### src/rtl/flash_boot_sel_pkg.sv
package flash_boot_sel_pkg;

  typedef enum logic [2:0] {
    S_STRAP, S_WAIT, S_READ, S_BUSY, S_PRESENT, S_GAP, S_DONE
  } ctrlState_t;

  localparam logic [1:0] SRC_PRI  = 2'd0;
  localparam logic [1:0] SRC_SEC  = 2'd1;
  localparam logic [1:0] SRC_FALL = 2'd2;
  localparam logic [1:0] SRC_NONE = 2'd3;

  // control -> datapath strobes
  typedef struct packed {
    logic        start;
    logic [23:0] addr;
  } rdCmd_t;

  // datapath -> control status
  typedef struct packed {
    logic        done;
    logic        busy;
    logic        blank;
    logic        crcOk;
    logic [23:0] priOff;
    logic [23:0] priLen;
    logic [23:0] secOff;
    logic [23:0] secLen;
  } rdStat_t;

  function automatic logic [31:0] crcStep(input logic [31:0] crcIn, input logic [7:0] b);
    logic [31:0] c;
    c = crcIn;
    for (int i = 0; i < 8; i++) begin
      if (c[0] ^ b[i]) c = (c >> 1) ^ 32'hEDB88320;
      else             c = c >> 1;
    end
    return c;
  endfunction

endpackage

### src/rtl/flash_boot_sel_dp.sv
module flash_boot_sel_dp
  import flash_boot_sel_pkg::*;
#(
  parameter int CLK_DIV = 2
) (
  input  logic    clk,
  input  logic    rstN,
  input  rdCmd_t  cmd,
  output rdStat_t stat,
  output logic    spiSck,
  output logic    spiCsN,
  output logic    spiMosi,
  input  logic    spiMiso
);

  localparam int CMD_BITS   = 32;
  localparam int REC_BYTES  = 20;
  localparam int TOTAL_BITS = CMD_BITS + 8 * REC_BYTES;
  localparam int DIV_W      = (CLK_DIV > 1) ? $clog2(CLK_DIV) : 1;
  localparam int BIT_W      = $clog2(TOTAL_BITS);

  logic [DIV_W-1:0] divCnt;
  logic [BIT_W-1:0] bitCnt;
  logic [31:0]      txShift;
  logic [6:0]       rxShift;
  logic             busy, done;
  logic [31:0]      word0, crcRx, crcAcc;
  logic [23:0]      word1, word2, word3;

  logic [7:0] newByte;
  logic [4:0] byteIdx;
  logic [2:0] wordIdx;
  logic [1:0] laneIdx;
  logic       byteDone;

  assign newByte  = {rxShift, spiMiso};
  assign byteIdx  = bitCnt[BIT_W-1:3] - 5'd4;
  assign wordIdx  = byteIdx[4:2];
  assign laneIdx  = byteIdx[1:0];
  assign byteDone = (bitCnt >= BIT_W'(CMD_BITS)) && (bitCnt[2:0] == 3'd7);
  assign spiMosi  = txShift[31];

  always_ff @(posedge clk) begin
    if (!rstN) begin
      busy <= 1'b0; done <= 1'b0; spiCsN <= 1'b1; spiSck <= 1'b0;
      divCnt <= '0; bitCnt <= '0; txShift <= '0; rxShift <= '0;
      word0 <= '0; word1 <= '0; word2 <= '0; word3 <= '0;
      crcRx <= '0; crcAcc <= '1;
    end else begin
      done <= 1'b0;
      if (cmd.start && !busy) begin
        busy <= 1'b1; spiCsN <= 1'b0; spiSck <= 1'b0;
        divCnt <= '0; bitCnt <= '0;
        txShift <= {8'h03, cmd.addr};
        crcAcc <= '1;
      end else if (busy) begin
        if (divCnt == DIV_W'(CLK_DIV - 1)) begin
          divCnt <= '0;
          if (!spiSck) begin
            spiSck  <= 1'b1;
            rxShift <= newByte[6:0];
            if (byteDone) begin
              if (!byteIdx[4]) crcAcc <= crcStep(crcAcc, newByte);
              case (wordIdx)
                3'd0: word0[{laneIdx, 3'b000} +: 8] <= newByte;
                3'd1: if (laneIdx != 2'd3) word1[{laneIdx, 3'b000} +: 8] <= newByte;
                3'd2: if (laneIdx != 2'd3) word2[{laneIdx, 3'b000} +: 8] <= newByte;
                3'd3: if (laneIdx != 2'd3) word3[{laneIdx, 3'b000} +: 8] <= newByte;
                default: crcRx[{laneIdx, 3'b000} +: 8] <= newByte;
              endcase
            end
          end else begin
            spiSck  <= 1'b0;
            txShift <= {txShift[30:0], 1'b0};
            if (bitCnt == BIT_W'(TOTAL_BITS - 1)) begin
              busy <= 1'b0; spiCsN <= 1'b1; done <= 1'b1;
            end else begin
              bitCnt <= bitCnt + 1'b1;
            end
          end
        end else begin
          divCnt <= divCnt + 1'b1;
        end
      end
    end
  end

  assign stat.done   = done;
  assign stat.busy   = busy;
  assign stat.blank  = (word0 == 32'hFFFF_FFFF);
  assign stat.crcOk  = (~crcAcc == crcRx);
  assign stat.priOff = word0[23:0];
  assign stat.priLen = word1;
  assign stat.secOff = word2;
  assign stat.secLen = word3;

  AST_SCK_IDLE_LOW: assert property (@(posedge clk) disable iff (!rstN)
    spiCsN |-> !spiSck);
  AST_MOSI_HELD: assert property (@(posedge clk) disable iff (!rstN)
    $rose(spiSck) |-> $stable(spiMosi));
  AST_FULL_FRAME: assert property (@(posedge clk) disable iff (!rstN)
    $rose(spiCsN) |-> $past(bitCnt) == BIT_W'(TOTAL_BITS - 1));

endmodule

### src/rtl/flash_boot_sel_ctrl.sv
module flash_boot_sel_ctrl
  import flash_boot_sel_pkg::*;
#(
  parameter int          HOST_WAIT    = 2_000_000,
  parameter int          REC_COUNT    = 16,
  parameter logic [23:0] HDR_BASE     = 24'h000000,
  parameter logic [23:0] FALLBACK_OFF = 24'hFF0000,
  parameter logic [23:0] FALLBACK_LEN = 24'h010000
) (
  input  logic        clk,
  input  logic        rstN,
  input  logic        sckStrap,
  input  logic        hostReq,
  input  logic        imgOk,
  input  logic        imgBad,
  input  rdStat_t     stat,
  output rdCmd_t      cmd,
  output logic        selValid,
  output logic [23:0] selOffset,
  output logic [23:0] selLength,
  output logic [1:0]  selSource
);

  localparam int PAGE_SHIFT = 8;
  localparam int IDX_W      = (REC_COUNT > 1) ? $clog2(REC_COUNT) : 1;
  localparam int WAIT_W     = (HOST_WAIT > 1) ? $clog2(HOST_WAIT) : 1;

  ctrlState_t       state;
  logic [IDX_W-1:0] recIdx;
  logic [WAIT_W-1:0] waitCnt;

  assign cmd.start = (state == S_READ);
  assign cmd.addr  = HDR_BASE + (24'(recIdx) << PAGE_SHIFT);

  always_ff @(posedge clk) begin
    if (!rstN) begin
      state <= S_STRAP; recIdx <= '0; waitCnt <= '0;
      selValid <= 1'b0; selOffset <= '0; selLength <= '0; selSource <= SRC_PRI;
    end else begin
      case (state)
        S_STRAP: state <= sckStrap ? S_READ : S_WAIT;
        S_WAIT: begin
          if (hostReq) begin
            selValid <= 1'b1; selSource <= SRC_NONE;
            selOffset <= '0; selLength <= '0;
            state <= S_DONE;
          end else if (waitCnt == WAIT_W'(HOST_WAIT - 1)) begin
            state <= S_READ;
          end else begin
            waitCnt <= waitCnt + 1'b1;
          end
        end
        S_READ: state <= S_BUSY;
        S_BUSY: begin
          if (stat.done) begin
            if (!stat.blank && stat.crcOk) begin
              selValid <= 1'b1; selSource <= SRC_PRI;
              selOffset <= stat.priOff; selLength <= stat.priLen;
              state <= S_PRESENT;
            end else if (recIdx == IDX_W'(REC_COUNT - 1)) begin
              selValid <= 1'b1; selSource <= SRC_FALL;
              selOffset <= FALLBACK_OFF; selLength <= FALLBACK_LEN;
              state <= S_PRESENT;
            end else begin
              recIdx <= recIdx + 1'b1;
              state <= S_READ;
            end
          end
        end
        S_PRESENT: begin
          if (imgOk) begin
            state <= S_DONE;
          end else if (imgBad) begin
            case (selSource)
              SRC_PRI: begin
                selValid <= 1'b0; selSource <= SRC_SEC;
                selOffset <= stat.secOff; selLength <= stat.secLen;
                state <= S_GAP;
              end
              SRC_SEC: begin
                selValid <= 1'b0; selSource <= SRC_FALL;
                selOffset <= FALLBACK_OFF; selLength <= FALLBACK_LEN;
                state <= S_GAP;
              end
              default: begin
                selSource <= SRC_NONE; selOffset <= '0; selLength <= '0;
                state <= S_DONE;
              end
            endcase
          end
        end
        S_GAP: begin
          selValid <= 1'b1;
          state <= S_PRESENT;
        end
        default: state <= S_DONE;
      endcase
    end
  end

  AST_NONE_FINAL: assert property (@(posedge clk) disable iff (!rstN)
    (selValid && selSource == SRC_NONE) |=> (selValid && selSource == SRC_NONE));
  AST_QUIET_WHILE_OFFERING: assert property (@(posedge clk) disable iff (!rstN)
    selValid |-> !stat.busy);
  AST_QUIET_IN_WINDOW: assert property (@(posedge clk) disable iff (!rstN)
    (state == S_WAIT) |-> !stat.busy);
  AST_GAP_AFTER_FAIL: assert property (@(posedge clk) disable iff (!rstN)
    (state == S_PRESENT && imgBad && !imgOk && selSource != SRC_FALL) |=> !selValid);

endmodule

### src/rtl/flash_boot_sel.sv
module flash_boot_sel
  import flash_boot_sel_pkg::*;
#(
  parameter int          CLK_DIV      = 2,
  parameter int          HOST_WAIT    = 2_000_000,
  parameter logic [23:0] HDR_BASE     = 24'h000000,
  parameter logic [23:0] FALLBACK_OFF = 24'hFF0000,
  parameter logic [23:0] FALLBACK_LEN = 24'h010000
) (
  input  logic        clk,
  input  logic        rstN,
  input  logic        sckStrap,
  input  logic        hostReq,
  output logic        spiSck,
  output logic        spiCsN,
  output logic        spiMosi,
  input  logic        spiMiso,
  input  logic        imgOk,
  input  logic        imgBad,
  output logic        selValid,
  output logic [23:0] selOffset,
  output logic [23:0] selLength,
  output logic [1:0]  selSource
);

  rdCmd_t  rdCmd;
  rdStat_t rdStat;

  flash_boot_sel_ctrl #(
    .HOST_WAIT(HOST_WAIT), .REC_COUNT(16), .HDR_BASE(HDR_BASE),
    .FALLBACK_OFF(FALLBACK_OFF), .FALLBACK_LEN(FALLBACK_LEN)
  ) u_ctrl (
    .clk(clk), .rstN(rstN), .sckStrap(sckStrap), .hostReq(hostReq),
    .imgOk(imgOk), .imgBad(imgBad), .stat(rdStat), .cmd(rdCmd),
    .selValid(selValid), .selOffset(selOffset), .selLength(selLength),
    .selSource(selSource)
  );

  flash_boot_sel_dp #(.CLK_DIV(CLK_DIV)) u_dp (
    .clk(clk), .rstN(rstN), .cmd(rdCmd), .stat(rdStat),
    .spiSck(spiSck), .spiCsN(spiCsN), .spiMosi(spiMosi), .spiMiso(spiMiso)
  );

endmodule

### config.mk
export PLATFORM = sky130hd
export DESIGN_NAME = flash_boot_sel
export DESIGN_NICKNAME = d
export VERILOG_FILES = /design/src/rtl/flash_boot_sel_pkg.sv /design/src/rtl/flash_boot_sel_dp.sv /design/src/rtl/flash_boot_sel_ctrl.sv /design/src/rtl/flash_boot_sel.sv
export SDC_FILE = /design/constraint.sdc
export NUM_CORES = 1
export LEC_CHECK = 0
export BUFFER_PORTS_ARGS = -buffer_cell sky130_fd_sc_hd__buf_4
export CAP_MARGIN = 5
export CORE_AREA = 2 2 160 193
export DETAILED_ROUTE_END_ITERATION = 8
export DIE_AREA = 0 0 162 195
export SLEW_MARGIN = 30
export SYNTH_ARGS = -nofsm -noshare
export SYNTH_HDL_FRONTEND = slang
export SYNTH_SLANG_ARGS = --single-unit
export TNS_END_PERCENT = 1
### constraint.sdc
create_clock -name clk -period 4.7 [get_ports clk]
set_input_delay 0.235 -clock clk [delete_from_list [all_inputs] [get_ports clk]]
set_output_delay 0.235 -clock clk [all_outputs]
set_load 0.02 [all_outputs]
==> results.yml <==
floorplan:
  fp-row-count: 69
  core_sq_mm: 0.0295
  pin_count: 61
  floorplan.die.height_um: 195
  fp.dieW_um: 162
  die_area_sq_mm: 0.0316
  start_util: 0.448
job:
  max_cap_violations: 0
logic_synthesis:
  syn_nets: 1496
  yosysWarningCount: 0
  ys_seq_elements: 291
  synth_sequential_area_ratio: 0.440
  mappedNetlistArea_sq_mm: 0.0132
  synth_edf_count: 0
  netlist_instances: 1480
  ys_types: 54
  synth.avg_cell_area_sq_um: 8.94
  synth-async-reset-ratio: 0
  synth_flop_cell: "sky130_fd_sc_hd__dfxtp_1"
final_layout:
  seq_area_sq_mm: 0.00583
  post_route_cells_drive_above_1_share: 0.117
  area_delta_synth_final_pct: 11.8
  filler_cell_count: 2825
  post-route-util: 0.501
  stdcell_count: 1898
  layout.nets: 1505
  multi_input_area_sq_mm: 0.00699
  antenna_cells_inserted: 0
cts:
  cts_buffer_count: 30
  clkLatencyLatePin_ns: 0.57
  postCtsHoldBufs: 0
  clockRootBuffer: "sky130_fd_sc_hd__clkbuf_16"
  clk_pin_slew_ns: 0.06
  cts_resized: 0
  largest_buffer_count_on_any_clock_path: 3
  postCtsSetupBuffers: 0
  cts.sink_count: 291
  cts_tree: "done"
  cts_htree_levels: 1
grt:
  grt_first_pass_wirelength_um: 53000
  antenna_found_initial: 0
  globalRoute.totalOverflow: 0
  gr-usage-all-layers: 0.205
  first_global_vias: 9672
  grt_max_degree: 88
route:
  drt-total-wl_um: 33000
  dr_total_vias: 10300
  drt-vias-per-instance: 5.41
  drt_wl_cell_um: 17.4
  route.antenna.remaining_nets: 0
  drt_first_iter_violations: 791
  detail_route.drc_violations: 0
  first_pass_iters: 5
status:
  run_status: "finished clean"
pwr:
  power_density_normalized_to_cell_area_mw_per_mm2: 403
  vdd_drop_max_v: 0.000265
  totalPowerFinal_mw: 5.96
  total_leakage_power_nw: 5.82
worst_setup_path:
  end_kind: "flop"
  worstPathMaxFanout: 35
  worst-endpoint-required_ns: 5.19
  criticalPathCategory: "reg -> reg"
  setup.worst_path.start_class: "flop"
  cp.arrival_ns: 3.50
  r2r_slack_ns: 1.70
sta:
  unrepaired_setup_endpoints_after_global_routing: "false"
  slew_viol_final: 0
  fin_crit_ns: 3.00
  max_clock_freq_ghz: 0.333
  hold_violations: 0
  hold_ws_ns: 0.0346
  max_slew.worst_pin.slew_ns: 0.911
  layout_worst_path_cycle_share: 0.639
  setup-tns-final_ns: 0
  timing.max_slew.rel_slack: 0.392
  setup_viol: 0
  worst_clock_skew_ns: 0.0247
place:
  placedCellCount: 1847
  dp_hpwl_um: 22300
  placement.io_buffers: 60
  globalplace.congestion: 0.830
worst_hold_path:
  worstHoldPathType: "in -> reg"
worst paths after layout:
check / start / to / depth (start not counted)
worst max-delay path: u_dp.crcAcc[27]$_SDFFE_PP1P_ / u_ctrl.selLength[13]$_SDFFE_PN0P_ / 7
worst min-delay path: spiMiso / u_dp.rxShift[0]$_SDFFE_PN0P_ / 3
worst max register to register: u_dp.crcAcc[27]$_SDFFE_PP1P_ / u_ctrl.selLength[13]$_SDFFE_PN0P_ / 7
worst min register to register: u_dp.txShift[19]$_SDFFE_PP0P_ / u_dp.txShift[20]$_SDFFE_PP0P_ / 2
per-stage QoR:
step                setup slack (ns)  instance area (sq um)
finish                          1.70                  14800
global route                    1.48                  14800
CTS                             1.70                  14800
detailed placement              1.71                  13900
global placement                1.79                  13900
floorplan                       2.60                  13200
synthesized netlist by cell type, types with 12 or more instances:
master                     count  area (sq um)
sky130_fd_sc_hd__nor2_1      150           563
sky130_fd_sc_hd__xnor2_1      82           718
sky130_fd_sc_hd__nand2_1     215           807
sky130_fd_sc_hd__clkbuf_1     77           289
sky130_fd_sc_hd__a21oi_1      78           390
sky130_fd_sc_hd__and2_1       77           482
sky130_fd_sc_hd__xor2_1       39           342
sky130_fd_sc_hd__mux2i_1     103          1030
sky130_fd_sc_hd__or4_1        13          97.6
sky130_fd_sc_hd__nand4_1      14          87.6
sky130_fd_sc_hd__nand3_1      60           300
sky130_fd_sc_hd__dfxtp_1     291          5830
sky130_fd_sc_hd__o211ai_1     67           503
sky130_fd_sc_hd__o21ai_0      15          75.1
sky130_fd_sc_hd__nor4_1       12          75.1
sky130_fd_sc_hd__o221a_2      38           428
report_power, final:
group / internal, mW / switching, mW
clock network: 1.25 / 0.975
registers: 2.61 / 0.131
logic: 0.397 / 0.599
cells by family after synthesis:
kind of cell | after synthesis | share of synthesized area
xor+xnor | 126 | 0.0862
fa+ha+maj | 9 | 0.00851
simple gates | 600 | 0.215
mux | 103 | 0.0779
flops | 291 | 0.440
compound gates | 244 | 0.137
buf+inv | 107 | 0.0353
cell usage in the layout, fill, tap and decap left out, drive strengths merged, types with 16 or more instances in the layout:
cell type and count:
mux2i 103, o221a 48, and2 78, nor4 16
nand2 215, xnor2 87, a21oi 78, dfxtp 291
clkbuf 46, o21ai 17, nand3 60, xor2 39
o211ai 67, buf 74, nor2 151
registers in the layout, indices dropped and copies added (netlist names), 4 cells and up:
name,flops
u_dp.crcAcc,32
u_dp.crcRx,32
u_dp.word3,24
u_ctrl.recIdx,4
u_dp.txShift,24
u_dp.bitCnt,8
u_dp.word0,32
u_dp.word1,24
u_ctrl.selLength,24
u_dp.rxShift,7
u_ctrl.selOffset,24
u_ctrl.waitCnt,21
u_dp.word2,24
cell type report:
type | count | area share
sequential | 291 | 0.394
timing repair buffer | 74 | 0.0375
tap | 390 | 0.0330
clock inverter | 5 | 0.00245
multi-input combinational | 1082 | 0.472
inverter | 10 | 0.00271
clock buffer | 46 | 0.0582
critical path: stages (launching register included):
cell and delay (ns):
sky130_fd_sc_hd__dfxtp_1 0.33, sky130_fd_sc_hd__xnor2_1 0.14, sky130_fd_sc_hd__nor4_2 0.47, sky130_fd_sc_hd__nand4_2 0.37
sky130_fd_sc_hd__nor3b_4 0.28, sky130_fd_sc_hd__o21a_1 0.58, sky130_fd_sc_hd__buf_4 0.50, sky130_fd_sc_hd__o221a_2 0.25
layer usage:
layer / up-vias / part of all wire / GRT usage / wire, um
met5: - / 0 / 0 / 0
met4: 0 / 0.026 / 0.0574 / 855
met3: 54 / 0.031 / 0.0229 / 1020
met2: 153 / 0.47 / 0.343 / 15600
met1: 4896 / 0.47 / 0.279 / 15500
li1: 5166 / - / - / -
Power figures use the tool's default switching activity.
